<file path="src/rtl/spi_cmd_pkg.sv">
package spi_cmd_pkg;
  localparam int BYTE_W = 8;

  localparam logic [7:0] OP_RESET   = 8'h56;
  localparam logic [7:0] OP_RD_CTL0 = 8'hD2;
  localparam logic [7:0] OP_RD_CTL1 = 8'hD4;
  localparam logic [7:0] OP_RD_STAT = 8'hE2;
  localparam logic [7:0] OP_WR_CTL0 = 8'h14;
  localparam logic [7:0] OP_WR_CTL1 = 8'h16;
  localparam logic [7:0] OP_WR_IEN  = 8'h1C;
  localparam logic [7:0] OP_RD_IFLG = 8'hDE;
  localparam logic [7:0] OP_RD_ERR  = 8'hDC;
  localparam logic [7:0] OP_RD_FIFO = 8'h48;
  localparam logic [7:0] OP_WR_FIFO = 8'h12;

  localparam logic [7:0] CTL0_INIT = 8'h80;

  typedef enum logic [3:0] {
    CMD_NONE, CMD_RESET, CMD_RD_CTL0, CMD_RD_CTL1, CMD_RD_STAT,
    CMD_WR_CTL0, CMD_WR_CTL1, CMD_WR_IEN, CMD_RD_IFLG, CMD_RD_ERR,
    CMD_RD_FIFO, CMD_WR_FIFO
  } cmd_e;

  function automatic cmd_e decode_op(input logic [7:0] op);
    case (op)
      OP_RESET:   return CMD_RESET;
      OP_RD_CTL0: return CMD_RD_CTL0;
      OP_RD_CTL1: return CMD_RD_CTL1;
      OP_RD_STAT: return CMD_RD_STAT;
      OP_WR_CTL0: return CMD_WR_CTL0;
      OP_WR_CTL1: return CMD_WR_CTL1;
      OP_WR_IEN:  return CMD_WR_IEN;
      OP_RD_IFLG: return CMD_RD_IFLG;
      OP_RD_ERR:  return CMD_RD_ERR;
      OP_RD_FIFO: return CMD_RD_FIFO;
      OP_WR_FIFO: return CMD_WR_FIFO;
      default:    return CMD_NONE;
    endcase
  endfunction
endpackage

</file>
<file path="src/rtl/spi_in_sync.sv">
module spi_in_sync #(
  parameter int STAGES = 2
) (
  input  logic clk,
  input  logic rst,
  input  logic sclk_i,
  input  logic cs_n_i,
  input  logic mosi_i,
  output logic sclk_rise,
  output logic sclk_fall,
  output logic cs_act,
  output logic mosi_s
);
  localparam int TOP = STAGES - 1;

  logic [TOP:0] sclk_q, cs_q, mosi_q;
  logic         sclk_d;

  always_ff @(posedge clk) begin
    if (rst) begin
      sclk_q <= '0;
      cs_q   <= '1;
      mosi_q <= '0;
      sclk_d <= 1'b0;
    end else begin
      sclk_q <= {sclk_q[TOP-1:0], sclk_i};
      cs_q   <= {cs_q[TOP-1:0], cs_n_i};
      mosi_q <= {mosi_q[TOP-1:0], mosi_i};
      sclk_d <= sclk_q[TOP];
    end
  end

  assign sclk_rise = sclk_q[TOP] & ~sclk_d;
  assign sclk_fall = ~sclk_q[TOP] & sclk_d;
  assign cs_act    = ~cs_q[TOP];
  assign mosi_s    = mosi_q[TOP];
endmodule

</file>
<file path="src/rtl/spi_byte_shifter.sv">
module spi_byte_shifter #(
  parameter int DW = 8
) (
  input  logic          clk,
  input  logic          rst,
  input  logic          cs_act,
  input  logic          sclk_rise,
  input  logic          sclk_fall,
  input  logic          mosi_s,
  input  logic          load,
  input  logic [DW-1:0] load_byte,
  output logic          byte_done,
  output logic [DW-1:0] rx_byte,
  output logic          miso
);
  localparam int CW = $clog2(DW);
  localparam logic [CW-1:0] LAST = CW'(DW - 1);

  logic [CW-1:0] bit_cnt;
  logic [DW-1:0] rx_sr, tx_sr;

  always_ff @(posedge clk) begin
    if (rst || !cs_act) begin
      bit_cnt   <= '0;
      rx_sr     <= '0;
      tx_sr     <= '0;
      byte_done <= 1'b0;
      if (rst) rx_byte <= '0;
    end else begin
      byte_done <= 1'b0;
      if (sclk_rise) begin
        rx_sr   <= {rx_sr[DW-2:0], mosi_s};
        bit_cnt <= (bit_cnt == LAST) ? '0 : bit_cnt + 1'b1;
        if (bit_cnt == LAST) begin
          byte_done <= 1'b1;
          rx_byte   <= {rx_sr[DW-2:0], mosi_s};
        end
      end
      // The falling edge that closes a byte keeps the freshly loaded MSB
      if (load) tx_sr <= load_byte;
      else if (sclk_fall && bit_cnt != '0) tx_sr <= {tx_sr[DW-2:0], 1'b0};
    end
  end

  assign miso = tx_sr[DW-1];
endmodule

</file>
<file path="src/rtl/spi_reg_core.sv">
module spi_reg_core
  import spi_cmd_pkg::*;
#(
  parameter int FRAME_BYTES = 14
) (
  input  logic       clk,
  input  logic       rst,
  input  logic       cs_act,
  input  logic       byte_done,
  input  logic [7:0] rx_byte,
  input  logic       st_tx_empty,
  input  logic       st_rx_empty,
  input  logic       st_bus_off,
  input  logic       st_err_pass,
  input  logic       st_err_warn,
  input  logic [7:0] err_set,
  input  logic [7:0] irq_set,
  input  logic [7:0] rx_data,
  output logic       load,
  output logic [7:0] load_byte,
  output logic       rx_pop,
  output logic [7:0] tx_data,
  output logic       tx_push,
  output logic [7:0] ctl0,
  output logic [7:0] ctl1,
  output logic [7:0] ien,
  output logic [7:0] iflg,
  output logic [7:0] eflg
);
  localparam int IDXW = $clog2(FRAME_BYTES + 2);
  localparam logic [IDXW-1:0] MAXIDX = IDXW'(FRAME_BYTES + 1);

  cmd_e            cmd, op_cmd;
  logic [IDXW-1:0] bidx;
  logic [1:0]      ld_cnt;
  logic [7:0]      snap, resp, status_b, clr_e, clr_i;

  function automatic logic in_frame(input logic [IDXW-1:0] i);
    return (i != '0) && (int'(i) <= FRAME_BYTES);
  endfunction

  assign op_cmd   = decode_op(rx_byte);
  assign status_b = {st_tx_empty, 2'b00, st_err_warn, st_err_pass, st_bus_off, st_rx_empty, 1'b0};

  always_comb begin
    resp = 8'h00;
    if (bidx == IDXW'(1)) begin
      case (cmd)
        CMD_RD_CTL0: resp = ctl0;
        CMD_RD_CTL1: resp = ctl1;
        CMD_RD_STAT: resp = status_b;
        CMD_RD_ERR:  resp = eflg;
        CMD_RD_IFLG: resp = iflg;
        default:     resp = 8'h00;
      endcase
    end
    if (cmd == CMD_RD_FIFO && in_frame(bidx) && !st_rx_empty) resp = rx_data;
  end

  always_comb begin
    clr_e = 8'h00;
    clr_i = 8'h00;
    if (cs_act && byte_done && bidx == IDXW'(1)) begin
      if (cmd == CMD_RD_ERR)  clr_e = snap;
      if (cmd == CMD_RD_IFLG) clr_i = snap;
    end
  end

  always_ff @(posedge clk) begin
    if (rst) begin
      ctl0 <= CTL0_INIT; ctl1 <= '0; ien <= '0; iflg <= '0; eflg <= '0;
      cmd <= CMD_NONE; bidx <= '0; ld_cnt <= '0; snap <= '0;
      load <= 1'b0; load_byte <= '0; rx_pop <= 1'b0; tx_push <= 1'b0; tx_data <= '0;
    end else begin
      load    <= 1'b0;
      rx_pop  <= 1'b0;
      tx_push <= 1'b0;
      eflg    <= (eflg & ~clr_e) | err_set;
      iflg    <= (iflg & ~clr_i) | irq_set;
      if (!cs_act) begin
        cmd    <= CMD_NONE;
        bidx   <= '0;
        ld_cnt <= '0;
      end else begin
        if (ld_cnt != 2'd0) ld_cnt <= ld_cnt - 2'd1;
        if (ld_cnt == 2'd1) begin
          load      <= 1'b1;
          load_byte <= resp;
          snap      <= resp;
        end
        if (byte_done) begin
          ld_cnt <= 2'd2;
          if (bidx != MAXIDX) bidx <= bidx + 1'b1;
          if (bidx == '0) begin
            cmd <= op_cmd;
            if (op_cmd == CMD_RESET) begin
              ctl0 <= CTL0_INIT;
              ctl1 <= '0;
              ien  <= '0;
              iflg <= irq_set;
            end
          end else if (bidx == IDXW'(1)) begin
            case (cmd)
              CMD_WR_CTL0: ctl0 <= rx_byte;
              CMD_WR_CTL1: ctl1 <= rx_byte;
              CMD_WR_IEN:  ien  <= rx_byte;
              default: ;
            endcase
          end
          if (cmd == CMD_WR_FIFO && in_frame(bidx)) begin
            tx_push <= 1'b1;
            tx_data <= rx_byte;
          end
          if (cmd == CMD_RD_FIFO && in_frame(bidx) && !st_rx_empty) rx_pop <= 1'b1;
        end
      end
    end
  end
endmodule

</file>
<file path="src/rtl/spi_cmd_regif.sv">
module spi_cmd_regif #(
  parameter int FRAME_BYTES = 14,
  parameter int SYNC_STAGES = 2
) (
  input  logic       clk,
  input  logic       rst,
  input  logic       spi_sclk,
  input  logic       spi_cs_n,
  input  logic       spi_mosi,
  output logic       spi_miso,
  input  logic       st_tx_empty,
  input  logic       st_rx_empty,
  input  logic       st_bus_off,
  input  logic       st_err_pass,
  input  logic       st_err_warn,
  input  logic [7:0] err_set,
  input  logic [7:0] irq_set,
  input  logic [7:0] rx_data,
  output logic       rx_pop,
  output logic [7:0] tx_data,
  output logic       tx_push,
  output logic [2:0] mode_o,
  output logic       tx_en_o,
  output logic [7:0] int_en_o,
  output logic       irq_o
);
  logic       sclk_rise, sclk_fall, cs_act, mosi_s;
  logic       byte_done, ld, shift_miso;
  logic [7:0] rx_byte, ld_byte;
  logic [7:0] ctl0, ctl1, ien, iflg, err_flags;

  spi_in_sync #(.STAGES(SYNC_STAGES)) u_sync (
    .clk(clk), .rst(rst), .sclk_i(spi_sclk), .cs_n_i(spi_cs_n), .mosi_i(spi_mosi),
    .sclk_rise(sclk_rise), .sclk_fall(sclk_fall), .cs_act(cs_act), .mosi_s(mosi_s)
  );

  spi_byte_shifter #(.DW(spi_cmd_pkg::BYTE_W)) u_shift (
    .clk(clk), .rst(rst), .cs_act(cs_act), .sclk_rise(sclk_rise), .sclk_fall(sclk_fall),
    .mosi_s(mosi_s), .load(ld), .load_byte(ld_byte), .byte_done(byte_done),
    .rx_byte(rx_byte), .miso(shift_miso)
  );

  spi_reg_core #(.FRAME_BYTES(FRAME_BYTES)) u_core (
    .clk(clk), .rst(rst), .cs_act(cs_act), .byte_done(byte_done), .rx_byte(rx_byte),
    .st_tx_empty(st_tx_empty), .st_rx_empty(st_rx_empty), .st_bus_off(st_bus_off),
    .st_err_pass(st_err_pass), .st_err_warn(st_err_warn), .err_set(err_set),
    .irq_set(irq_set), .rx_data(rx_data), .load(ld), .load_byte(ld_byte),
    .rx_pop(rx_pop), .tx_data(tx_data), .tx_push(tx_push), .ctl0(ctl0), .ctl1(ctl1),
    .ien(ien), .iflg(iflg), .eflg(err_flags)
  );

  assign spi_miso = shift_miso;
  assign mode_o   = ctl0[7:5];
  assign tx_en_o  = ctl1[7];
  assign int_en_o = ien;
  assign irq_o    = |(iflg & ien);
endmodule

</file>
<file path="config.mk">
export PLATFORM = sky130hd
export DESIGN_NAME = spi_cmd_regif
export DESIGN_NICKNAME = d
export VERILOG_FILES = /design/src/rtl/spi_cmd_pkg.sv /design/src/rtl/spi_in_sync.sv /design/src/rtl/spi_byte_shifter.sv /design/src/rtl/spi_reg_core.sv /design/src/rtl/spi_cmd_regif.sv
export SDC_FILE = /design/constraint.sdc
export NUM_CORES = 1
export LEC_CHECK = 0
export ABC_AREA = 1
export BUFFER_PORTS_ARGS = -buffer_cell sky130_fd_sc_hd__buf_4
export CAP_MARGIN = 20
export CORE_AREA = 2 2 111 113
export CTS_BUF_LIST = sky130_fd_sc_hd__clkbuf_4 sky130_fd_sc_hd__clkbuf_8
export DETAILED_ROUTE_END_ITERATION = 7
export DIE_AREA = 0 0 113 115
export PLACE_DENSITY = 0.63
export SLEW_MARGIN = 20
export SYNTH_ARGS = -nofsm -noshare
export SYNTH_HDL_FRONTEND = slang
export SYNTH_HIERARCHICAL = 1
export SYNTH_SLANG_ARGS = --single-unit
</file>
<file path="constraint.sdc">
create_clock -name clk -period 2.73 [get_ports clk]
set_input_delay 0.273 -clock clk [delete_from_list [all_inputs] [get_ports clk]]
set_output_delay 0.273 -clock clk [all_outputs]
set_load 0.005 [all_outputs]
</file>
# Yosys cells after proc, flatten, opt, wreduce, memory -nomap -nowiden
# Index checks and enable logic that the tools add are counted.
[word_totals]
ff_bits = 103
latchBits = 0
ram_bits = 0
mem_bits_ro = 0
inputBits = 34
output_inout_bits = 24
wordCells = 139
mem_count = 0
[op_classes]
n_addsub = 3
n_mul = 0
div_mod_pow = 0
magnitude_cmp = 1
eq_ne = 28
n_shift = 0
muxes = 36
bitwise = 14
n_reduce_logical = 34
[ops]
columns = ["op", "n"]
rows = [
  ["2-to-1 mux 8 bit", 27],
  ["case mux 4 bit (11 select lines)", 1],
  ["equality test 8 bit, second input constant", 5],
  ["case mux 8 bit (5 select lines)", 1],
  ["equality test 8 x 5 -> 1 bit, second input constant", 4],
  ["bitwise AND 8 bit", 3],
  ["nonzero test 2 bit", 9],
  ["equality test 4 x 3 -> 1 bit, second input constant", 4],
  ["equality test 4 bit, second input constant", 4],
  ["equality test 8 x 7 -> 1 bit, second input constant", 2],
  ["inverter 8 bit", 2],
  ["OR 8 bit", 2],
  ["AND reduction 5 bit", 3],
  ["equality test 4 x 1 -> 1 bit, second input constant", 2],
  ["equality test 4 x 2 -> 1 bit, second input constant", 2],
  ["OR reduction 8 bit", 1],
  ["logical AND 1 bit", 7],
  ["AND reduction 2 bit", 3],
  ["AND reduction 3 bit", 2],
  ["OR reduction 3 bit", 2],
  ["inverter 1 bit", 5],
  ["adder 4 x 1 -> 4 bit, second input constant", 1],
  ["less-or-equal comparator 4 bit, second input constant", 1],
  ["logical NOT 4 bit", 1],
  ["other kinds (15)", 22],
]

# Logic depth before layout (Yosys ltp)
# Gate-level depths: netlist (run 1).
[logic_depth]
depth_word = 11
depth_mapped = 10
mapped_depth_nobuf = 10

# Cells and area by module
# Netlist (run 1), hierarchy kept.
[modules_own_cells]
columns = ["module", "instances", "cells_each", "area_per_inst_um2", "seq_area_each_um2"]
rows = [
  ["spi_reg_core", 1, 497, 3390.8, 1381.3],
  ["spi_byte_shifter", 1, 131, 1166.1, 620.6],
  ["spi_in_sync", 1, 26, 211.5, 140.1],
  ["spi_cmd_regif", 1, 15, 56.3, 0.0],
]

# Least setup slack after synthesis (run 1)
# OpenSTA, ideal clock, no wires.
[synth_timing]
path_kind = "register to register"
from = "reg u_core.bidx[0]"
to = "reg u_core.cmd[1]"
setup_time_ps = 109
arrival_time_ps = 1298
required_time_ps = 2621
slack_ps = 1323
stages_incl_launch_ff = 11
path_buffers = 1
synth_period_minus_slack_ps = 1407
cell_sequence = "dfxtp_1 > inv_1 > ha_1 > inv_1 > nor2_2 > buf_4 > nand2_1 > inv_2 > nand4_1 > nand2_1 > inv_1"
[synth_between]
elab_chain_cells = 2
[synth_lines]
columns = ["element", "line_no", "text"]
rows = [
  ["start: declaration", "spi_reg_core.sv:34", "logic [IDXW-1:0] bidx;"],
  ["start signal: assignment", "spi_reg_core.sv:93", "if (bidx != MAXIDX) bidx <= bidx + 1'b1;"],
  ["logical NOT 4 bit", "spi_reg_core.sv:94", "if (bidx == '0) begin"],
  ["AND reduction 2 bit (no source line)", "--", ""],
  ["end signal: assignment", "spi_reg_core.sv:95", "cmd <= op_cmd;"],
  ["end: declaration", "spi_reg_core.sv:33", "cmd_e cmd, op_cmd;"],
]
# No other way between the ends.
# A chain may end at the register's enable or synchronous reset.

# Final worst setup path (run 1)
[layout_timing]
from = "reg u_core.bidx[1]"
to = "reg u_core.tx_data[4]"
[layout_between]
elab_chain_cells = 4
elab_cells_between_ends = 5
classes_between = "order compare: 1; reduce/logical: 4"
[layout_lines]
columns = ["element", "line_no", "text"]
rows = [
  ["less-or-equal comparator 4 bit / nonzero test 4 bit (equally long branches)", "spi_reg_core.sv:39", "return (i != '0) && (int'(i) <= FRAME_BYTES);"],
  ["logical AND 1 bit (*)", "spi_reg_core.sv:39", ""],
  ["logical AND 1 bit (*)", "spi_reg_core.sv:110", "if (cmd == CMD_WR_FIFO && in_frame(bidx)) begin"],
  ["AND reduction 3 bit (no source line) (*)", "--", ""],
  ["end signal: assignment", "spi_reg_core.sv:112", "tx_data <= rx_byte;"],
  ["end: declaration", "spi_reg_core.sv:22", "output logic [7:0] tx_data,"],
]
# Every way passes the cells marked *; elsewhere a longest branch is shown, timed or not.

==> results.md, run 1 <==
* Setup TNS Final at 0 ps
* Hold_buf cts at 0
* Cells traversed along the worst timing path: inv_1, ha_1, inv_1, nor2_2, nor2_4, nand3_2, inv_2, nor2_1, nor2_1
* Switching power as a share of total power at 0.222
* Count of different cell masters after synthesis at 33
* Worst R2R End: u_core/tx_data[4]$_SDFFE_PP0P_
* Post CTS Setup Buffer Count at 0
* Start of the worst register-to-register path: u_core/bidx[1]$_SDFFE_PP0P_
* Maximum number of pins on one net before global-route repair at 51
* Sequential standard cell area at between 2000 and 2500 um2
* Routed wire length per instance at 13.3 um
* Placement row count at 40
* Filler cell count at around 1,200
* Net load switching power at 0.560 mW
* Hold endpoint: u_sync/cs_q[0]$_SDFF_PP1_
* Maximum clock path buffer count at 2
* Cell area after synthesis at 4820 um2
* Top fanout value on the critical path at 11
* Share of the synthesized area in the top cell type at 0.394
* Via count of the first global-routing pass at ~4,000
* Last weighted congestion value of the routability-driven placer at 0.881
* CTS-repair resized insts at 0
* Kind of end point of the critical path: flop
* Highest clock rate at between 0.5 and 0.6 GHz
* M2 GR Usage at 0.305
* Ratio of routed vias to standard cells at 5.05
* Detailed Route WL at roughly 12 mm
* Count of final max-slew check failures at 0
* Sum of overflow across all layers after global routing at 0
* Critical path startpoint category: flop
* First-pass iteration count of the detailed router at 8
* Multi-input gate area at ~2300 um2
* Worst min path class: primary input to flop
* Part of the total power dissipated in sequential elements at 0.621
* Clock transition at the registers of the reported paths at about 80 ps
* Power Dens Cells at about 460 nW/um2
* Number of cells after detailed placement at between 800 and 900
* Flip-flop and latch count after synthesis at 103
* Clk_lat worst skew at about 380 ps
* Max stage delay on crit path at approximately 400 ps
* Max-slew headroom at 0.481
* Core region area at approximately 12,000 um2
* Gate count of the mapped netlist at between 600 and 700
* Number of routed nets with antenna violations at 0
* Data required, critical path at 3000 ps
* Arrival time at the worst endpoint at between 2000 and 2500 ps
* Sinks on Clock Net at between 100 and 150
* R2R setup slack at 930 ps
* Number of hold violations in the final report at 0
* Total number of vias at 4,391
* Source of the worst hold timing path: spi_cs_n
* DIE WIDTH at approximately 110 um
* Part of the total power dissipated in the clock network at 0.335
* GR Layer Usage met3 at 0.0469
* Most used routing layer in global routing: met2
* Slowest-stage cell, CP: sky130_fd_sc_hd__nor2_2
* Non-filler cells in the finished layout at slightly below 900
* Synth warnings at 6
* Post-synth net total at 710
* Diodes inserted at 0
* Fraction of final layout cells sized beyond drive strength 1 at 0.141
* TritonCTS clock tree: yes
* Number of maximum-capacitance violations at 0
* Per-instance average area after synthesis at around 7.2 um2
* Final setup violation count at 0
* Status: finished, violations left
* Comb power frac at 0.044
* Global-route wire length before repair at between 15 and 20 mm
* Pre-CTS WS at ~920 ps
* # port buffers at 57
* Minimum clock period at approximately 1800 ps
* Met1 global-route usage at 0.231
* GR Util All Layers at 0.184
* Layout overhead on the synthesized area at 13.5%
* Int Pwr at 1.96 mW
* Violations in the final reports: DRC
* Top cells by area, synth: sky130_fd_sc_hd__dfxtp_1 39%, sky130_fd_sc_hd__nand2_1 12%, sky130_fd_sc_hd__nand3_1 9.2%
* I/O pin count at 58
* Half-perimeter wire length of the detailed placement result at around 9 mm
* H-tree levels at 3
* PnR worst setup slack at between 900 and 1000 ps
* Tcrit/Tclk final at 0.660
* Leading cell type in the layout, fill and taps excluded: sky130_fd_sc_hd__nand2_1
* Cell leakage power at 2.41 nW
* Effective utilization at floorplan at 0.408
* Die footprint at 13,000 um2
* Number of antenna violations at the first check in global routing at 0
* Post-layout total power at roughly 2.5 mW
* Top library cells by usage in the layout, fill and taps aside: 149 x sky130_fd_sc_hd__nand2_1, 95 x sky130_fd_sc_hd__dfxtp_1, 89 x sky130_fd_sc_hd__nand3_1
* Number of cells traversed by the worst hold path at 3
* Remaining DRCs at 5
* Initial drt markers at roughly 340
* Die height at roughly 120 um
* Worst supply voltage drop on vdd at ~0.21 mV
* Final nets at ~760
* Sequential-to-total area share from yosys stat at 0.444
* Clock tree skew after final layout at 11.1 ps
* Fin Hold WS at 70.0 ps
* Slew at the pin closest to its max-slew limit at slightly below 800 ps
* Root buffer cell: sky130_fd_sc_hd__clkbuf_8
* Clock buffers created by TritonCTS at 9
* Worst r2r path cells at 9
* Start-to-end type of the worst setup path: flop to flop
* Setup repair after global routing missed its margin: no
* Top cell type by total area after synthesis: sky130_fd_sc_hd__dfxtp_1
-- routing by layer --
layer | routed length (um) | vias up
li1 | - | 2264
met1 | 5100 | 1977
met2 | 5400 | 132
met3 | 770 | 18
met4 | 276 | 0
met5 | 0 | -
-- cell usage after synthesis, drive strengths merged --
library cell  count
nand2           162
dfxtp            95
nor2             94
nand3            90
inv              77
a21oi            61
o21ai            26
buf              13
a211oi            9
edfxtp            8
ha                7
clkbuf            6
nor3              6
nand4             5
o21bai            4
a31oi             2
nor4              2
nand3b            1
o31ai             1
-- layout make-up --
type | instances | area share
clock inverter | 1 | 0.00137
tap | 147 | 0.0336
inverter | 77 | 0.0541
clock buffer | 12 | 0.0279
multi-input combinational | 470 | 0.411
timing repair buffer | 59 | 0.0809
sequential | 103 | 0.391
-- worst max-delay path: cells and delay by family, from the launching register on --
| kind | cells | cell delay, ps |
|---|---|---|
| and+or+nand+nor | 5 | 870 |
| DFF | 1 | 360 |
| buffers and inverters | 3 | 280 |
| adders and majority gates | 1 | 180 |
-- through the flow --
| stage | util | cell area (um2) |
|---|---|---|
| final | 0.464 | 5480 |
| after global routing | 0.464 | 5480 |
| after CTS | 0.464 | 5480 |
| after detailed placement | 0.450 | 5320 |
| after global placement | 0.450 | 5320 |
| after floorplan | - | 4820 |
-- state kept, by name, indices dropped and copies added, names as in the netlist, 2 cells and up --
signal,cells
u_sync/sclk_q,2
u_sync/cs_q,2
u_shift/rx_byte,8
u_core/bidx,4
u_core/ien,8
u_shift/tx_sr,8
u_core/cmd,4
u_core/ctl0,8
u_core/ctl1,8
u_core/ld_cnt,2
u_sync/mosi_q,2
u_core/snap,8
u_shift/bit_cnt,3
u_core/eflg,8
u_shift/rx_sr,7
u_core/iflg,8
u_core/tx_data,8
-- power by group through the flow --
stage,sequential [mW],combinational [mW],clock [mW]
after floorplan,1.59,0.0613,0
after global placement,1.60,0.108,0
after detailed placement,1.60,0.111,0
after CTS,1.57,0.111,0.876
after global routing,1.57,0.124,0.934
final,1.57,0.110,0.843
-- cell families after synthesis --
group	after synthesis	synth area share
simple gates	360	0.332
fa+ha+maj	7	0.0182
buf+inv	96	0.0892
flops	103	0.444
compound gates	103	0.116
-- how the worst max path moves through the flow --
stage	startpoint	to	cells after the start
floorplan	u_core/bidx[0]$_SDFFE_PP0P_	u_core/cmd[1]$_SDFFE_PP0P_	10
global placement	u_core/bidx[0]$_SDFFE_PP0P_	u_core/tx_data[0]$_SDFFE_PP0P_	9
detailed placement	u_core/bidx[1]$_SDFFE_PP0P_	u_core/tx_data[4]$_SDFFE_PP0P_	9
CTS	u_core/bidx[1]$_SDFFE_PP0P_	u_core/tx_data[4]$_SDFFE_PP0P_	9
global route	u_core/bidx[1]$_SDFFE_PP0P_	u_core/cmd[1]$_SDFFE_PP0P_	9
finish	u_core/bidx[1]$_SDFFE_PP0P_	u_core/tx_data[4]$_SDFFE_PP0P_	9
(Power assumes the default switching activity.)
==> run 2: changes to the inputs <==
Settings changed: PLACE_DENSITY 0.63 to 0.65.
Clock period 2.73 ns to 1.6 ns, I/O delays scaled along.
==> results.md, run 2 (synthesized netlist as in run 1, its figures left out) <==
* Multi-input gate area at between 2000 and 2500 um2
* Leading cell type in the layout, fill and taps excluded: sky130_fd_sc_hd__nand2_1
* Diodes inserted at 0
* Tcrit/Tclk final at 0.937
* I/O pin count at slightly below 60
* Arrival time at the worst endpoint at between 1500 and 2000 ps
* Initial drt markers at 330
* Number of antenna violations at the first check in global routing at 0
* Maximum number of pins on one net before global-route repair at a little over 40
* Int Pwr at around 3.6 mW
* # port buffers at 57
* Cell leakage power at approximately 2.6 nW
* Part of the total power dissipated in sequential elements at 0.587
* Highest clock rate at 0.667 GHz
* GR Util All Layers at 0.189
* Filler cell count at approximately 1,200
* DIE WIDTH at around 110 um
* Total number of vias at roughly 4,600
* Start-to-end type of the worst setup path: flop to flop
* Kind of end point of the critical path: flop
* Power Dens Cells at 787 nW/um2
* Part of the total power dissipated in the clock network at 0.366
* Clock buffers created by TritonCTS at 9
* Final setup violation count at 0
* Ratio of routed vias to standard cells at 5.09
* Clock transition at the registers of the reported paths at 90 ps
* Maximum clock path buffer count at 2
* Fraction of final layout cells sized beyond drive strength 1 at 0.180
* Worst min path class: primary input to flop
* Count of final max-slew check failures at 0
* Status: finished, violations left
* Max-slew headroom at 0.665
* Top library cells by usage in the layout, fill and taps aside: 149 x sky130_fd_sc_hd__nand2_1, 93 x sky130_fd_sc_hd__dfxtp_1, 89 x sky130_fd_sc_hd__nand3_1
* Non-filler cells in the finished layout at between 800 and 900
* Final nets at 785
* TritonCTS clock tree: yes
* Top fanout value on the critical path at 9
* Clock tree skew after final layout at ~6.3 ps
* Last weighted congestion value of the routability-driven placer at ~0.9
* Root buffer cell: sky130_fd_sc_hd__clkbuf_8
* Worst supply voltage drop on vdd at between 0.3 and 0.4 mV
* Core region area at between 10,000 and 15,000 um2
* Post-layout total power at about 4.6 mW
* Slew at the pin closest to its max-slew limit at roughly 500 ps
* Sum of overflow across all layers after global routing at 0
* First-pass iteration count of the detailed router at 7
* Net load switching power at just under 1 mW
* Number of maximum-capacitance violations at 0
* Remaining DRCs at 6
* Die footprint at between 10,000 and 15,000 um2
* Placed Area at around 5400 um2
* Minimum clock period at ~1500 ps
* Number of cells after detailed placement at slightly below 900
* Comb power frac at 0.047
* Data required, critical path at 1890 ps
* Global-route wire length before repair at ~20 mm
* Violations in the final reports: DRC
* Placement row count at 40
* Routed wire length per instance at roughly 14 um
* Cell area after layout at between 5000 and 6000 um2
* Clk_lat worst skew at around 360 ps
* Switching power as a share of total power at 0.218
* Detailed Route WL at ~12 mm
* Half-perimeter wire length of the detailed placement result at 9.11 mm
* Sinks on Clock Net at between 100 and 150
* Via count of the first global-routing pass at around 4,300
* Number of hold violations in the final report at 0
* Layout overhead on the synthesized area at 19.9%
* H-tree levels at 3
* Number of routed nets with antenna violations at 0
* Effective utilization at floorplan at 0.408
* Critical path startpoint category: flop
* Sequential standard cell area at ~2100 um2
* Die height at between 100 and 150 um
-- run 2: cell types whose count changed in the layout (fill, tap and decap cells not counted), sizes merged --
cell,change
clkbuf,+1
buf,+14
dlygate4sd3,+10
clkinv,+1
bufinv,+1
-- run 2: power groups by stage --
stage	logic [mW]	registers, mW	clock network, mW
2_1_floorplan	0.105	2.72	0
3_3_place_gp	0.188	2.73	0
3_5_place_dp	0.194	2.73	0
4_1_cts	0.214	2.67	1.72
5_1_grt	0.240	2.68	1.82
6_report	0.215	2.67	1.67
-- run 2: critical path: stages (launching register included) --
cell and delay, ps:
sky130_fd_sc_hd__dfxtp_2 340, sky130_fd_sc_hd__buf_4 130, sky130_fd_sc_hd__ha_1 230, sky130_fd_sc_hd__nand2_4 150
sky130_fd_sc_hd__nor2_8 50, sky130_fd_sc_hd__nand2_1 110, sky130_fd_sc_hd__nand2_4 110, sky130_fd_sc_hd__nand2_4 120
sky130_fd_sc_hd__nand2_1 60, sky130_fd_sc_hd__a21oi_1 140
-- run 2: metrics by stage --
step | setup WS, ps | hold WS, ps | setup TNS, ps | util
final | 100 | 18.6 | 0 | 0.490
after global routing | -3.79 | 30.9 | -3.91 | 0.490
after CTS | 14.3 | 0.953 | 0 | 0.485
after detailed placement | -1.72 | 342 | -1.72 | 0.458
after global placement | 71.2 | 338 | 0 | 0.458
after floorplan | 193 | 231 | 0 | -
-- run 2: worst paths after layout --
path	start	endpoint	slack, ps	cells after the start
max	u_core/bidx[0]$_SDFFE_PP0P_	u_core/ctl0[3]$_SDFFE_PP0P_	100	9
min	err_set[3]	u_core/eflg[3]$_SDFF_PP0_	20	3
max reg2reg	u_core/bidx[0]$_SDFFE_PP0P_	u_core/ctl0[3]$_SDFFE_PP0P_	100	9
min reg2reg	u_sync/sclk_q[0]$_SDFF_PP0_	u_sync/sclk_q[1]$_SDFF_PP0_	400	2
-- run 2: routing by layer --
| metal | share of wire | vias up | routed length (um) | global-route usage |
|---|---|---|---|---|
| li1 | - | 2316 | - | - |
| met1 | 0.44 | 2065 | 5440 | 0.239 |
| met2 | 0.47 | 148 | 5840 | 0.315 |
| met3 | 0.050 | 32 | 612 | 0.0290 |
| met4 | 0.033 | 0 | 404 | 0.0976 |
| met5 | 0 | - | 0 | 0 |
-- run 2: repair_timing --
item                       in CTS  in global routing
buffers inserted                0                  1
hold endpoints to repair       10                  0
cloned                          0                  1
resized for setup               4                 21
hold buffers                   10                  0
setup endpoints to repair      11                 60
pin swaps                       0                  1
-- run 2: area by class of cell --
| cell class | count | share of cell area |
|---|---|---|
| repair buffers | 83 | 0.113 |
| clock inverters | 3 | 0.00735 |
| flip-flops and latches | 103 | 0.371 |
| inverters | 77 | 0.0517 |
| clock buffers | 13 | 0.0277 |
| multi-input cells | 470 | 0.398 |
| well taps | 147 | 0.0318 |
==> run 3: changes to the inputs <==
Settings changed: CORE_AREA 2 2 111 113 to 2 2 102 104, DIE_AREA 0 0 113 115 to 0 0 104 106, PLACE_DENSITY 0.65 to 0.74.
==> results.md, run 3 (synthesized netlist as in run 1, its figures left out) <==
* Status: complete, no violations
* Via count of the first global-routing pass at 4,258
* Slowest-stage cell, CP: sky130_fd_sc_hd__dfxtp_1
* Setup TNS Final at 0 ps
* Sinks on Clock Net at about 100
* Largest delay share family, worst path: simple AND/OR/NAND/NOR gates
* Filler cell count at just under 1,000
* Core region area at between 9000 and 10,000 um2
* Arrival time at the worst endpoint at between 1500 and 2000 ps
* Root buffer cell: sky130_fd_sc_hd__clkbuf_8
* GR Util All Layers at 0.216
* H-tree levels at 3
* Placement row count at 37
* Start of the worst register-to-register path: u_core/bidx[2]$_SDFFE_PP0P_
* Kind of end point of the critical path: flop
* Source of the worst hold timing path: err_set[0]
* Hold endpoint: u_core/eflg[0]$_SDFF_PP0_
* Worst supply voltage drop on vdd at 0.558 mV
* Die height at ~110 um
* Worst min path class: primary input to flop
* Effective utilization at floorplan at 0.482
* Half-perimeter wire length of the detailed placement result at 8.82 mm
* TritonCTS clock tree: yes
* Layout overhead on the synthesized area at 20.2%
* PnR worst setup slack at a little over 90 ps
* Worst r2r path cells at 7
* Last weighted congestion value of the routability-driven placer at roughly 0.83
* # port buffers at 57
* Number of maximum-capacitance violations at 0
* Global-route wire length before repair at 19.6 mm
* Critical path startpoint category: flop
* Diodes inserted at 0
* Fin Hold WS at 8.15 ps
* Cell leakage power at around 2.6 nW
* Leading cell type in the layout, fill and taps excluded: sky130_fd_sc_hd__nand2_1
* Maximum number of pins on one net before global-route repair at between 40 and 50
* Number of routed nets with antenna violations at 0
* Tcrit/Tclk final at 0.943
* Fraction of final layout cells sized beyond drive strength 1 at 0.182
* Ratio of routed vias to standard cells at approximately 5
* Power Dens Cells at between 700 and 800 nW/um2
* Detailed Route WL at approximately 12 mm
* Minimum clock period at ~1500 ps
* Data required, critical path at about 1900 ps
* Routed wire length per instance at roughly 13 um
* Number of antenna violations at the first check in global routing at 0
* Number of hold violations in the final report at 0
* DIE WIDTH at approximately 100 um
* Pre-CTS WS at -106 ps
* Max stage delay on crit path at approximately 360 ps
* Count of buffering cells on the critical path with inverters included at 1
* Top fanout value on the critical path at 8
* Number of cells traversed by the worst hold path at 3
* Non-filler cells in the finished layout at between 800 and 900
* R2R setup slack at approximately 92 ps
* Count of final max-slew check failures at 0
* Remaining DRCs at 0
* Final nets at 783
* Sum of overflow across all layers after global routing at 0
* Start-to-end type of the worst setup path: flop to flop
* Clock buffers created by TritonCTS at 9
* Slew at the pin closest to its max-slew limit at 495 ps
* First-pass iteration count of the detailed router at 5
* Clock tree skew after final layout at approximately 14 ps
* Die footprint at around 11,000 um2
* Final core occ at 0.580
* Setup repair after global routing missed its margin: yes
* I/O pin count at 58
* Total number of vias at approximately 4,500
* Final setup violation count at 0
* Top library cells by usage in the layout, fill and taps aside: 148 x sky130_fd_sc_hd__nand2_1, 92 x sky130_fd_sc_hd__dfxtp_1, 89 x sky130_fd_sc_hd__nand3_1
* Highest clock rate at about 0.66 GHz
* Initial drt markers at 370
* Number of cells after detailed placement at between 800 and 900
* Maximum clock path buffer count at 2
* Cells traversed along the worst timing path: nor2_1, nand2_1, nor2_4, nand4_1, buf_4, nand3_1, a21oi_1
* Worst R2R End: u_core/iflg[3]$_SDFF_PP0_
* Number of gates on the worst path with buffers counted at 7
* Clock transition at the registers of the reported paths at approximately 100 ps
* Max-slew headroom at 0.669
* Clk_lat worst skew at 370 ps
run 3: cell count changes in the layout (fill, tap and decap cells not counted), sizes merged:
| cell | previous run | this run |
|---|---|---|
| dlygate4sd3 | 10 | 8 |
| buf | 73 | 72 |
| clkbuf | 13 | 12 |
| clkinvlp | 1 | 2 |
| nand2 | 162 | 163 |
run 3: layout make-up:
class / instances / area, um2 / area share
tap: 136 / 170 / 0.0294
sequential: 103 / 2150 / 0.370
clock buffer: 12 / 159 / 0.0274
multi-input combinational: 471 / 2320 / 0.400
timing repair buffer: 80 / 646 / 0.111
inverter: 77 / 302 / 0.0520
clock inverter: 4 / 53.8 / 0.00928
run 3: layer usage:
layer | track usage | vias to the layer above | part of all wire
met4 | 0.0685 | 0 | 0.026
met3 | 0.0417 | 26 | 0.050
met5 | 0 | - | 0
met1 | 0.269 | 2059 | 0.43
met2 | 0.379 | 124 | 0.49
li1 | - | 2312 | -
run 3: report_power, final:
group          switching, mW  leakage (nW)  total [mW]  internal (mW)
registers             0.0342         0.857        2.67           2.64
logic                  0.107          1.59       0.210          0.103
clock network          0.866         0.102        1.70          0.829
total                   1.01          2.55        4.58           3.57
run 3: how the worst max path moves through the flow:
| stage | from | endpoint | slack [ps] |
|---|---|---|---|
| global placement | u_core/bidx[0]$_SDFFE_PP0P_ | u_core/tx_data[1]$_SDFFE_PP0P_ | 50 |
| finish | u_core/bidx[2]$_SDFFE_PP0P_ | u_core/iflg[3]$_SDFF_PP0_ | 90 |
| detailed placement | u_core/bidx[0]$_SDFFE_PP0P_ | u_core/tx_data[6]$_SDFFE_PP0P_ | -110 |
| CTS | u_core/bidx[0]$_SDFFE_PP0P_ | u_core/tx_data[6]$_SDFFE_PP0P_ | 30 |
| floorplan | u_core/bidx[0]$_SDFFE_PP0P_ | u_core/cmd[1]$_SDFFE_PP0P_ | 190 |
| global route | u_core/bidx[1]$_SDFFE_PP0P_ | u_core/snap[3]$_SDFFE_PP0P_ | -20 |
run 3: metrics by stage:
| stage | instance area, um2 | power [mW] |
|---|---|---|
| 2_1_floorplan | 4820 | 2.82 |
| 3_3_place_gp | 5390 | 2.92 |
| 3_5_place_dp | 5390 | 2.92 |
| 4_1_cts | 5700 | 4.61 |
| 5_1_grt | 5800 | 4.74 |
| 6_report | 5800 | 4.58 |
run 3: worst register-to-register path: cells and delay by family, from the launching register on:
| family | cells | cell delay, ps |
|---|---|---|
| DFF | 1 | 360 |
| AOI/OAI and AO/OA | 1 | 70 |
| buffers and inverters | 1 | 200 |
| and+or+nand+nor | 5 | 770 |
run 3: what timing repair did:
item                                   CTS  global route
gates resized for setup                  2            23
setup buffers                            1             2
endpoints found under the hold margin    7             1
hold buffers                             7             1
pin swaps                                1             2
cloned                                   0             1
setup endpoints to repair               23            57
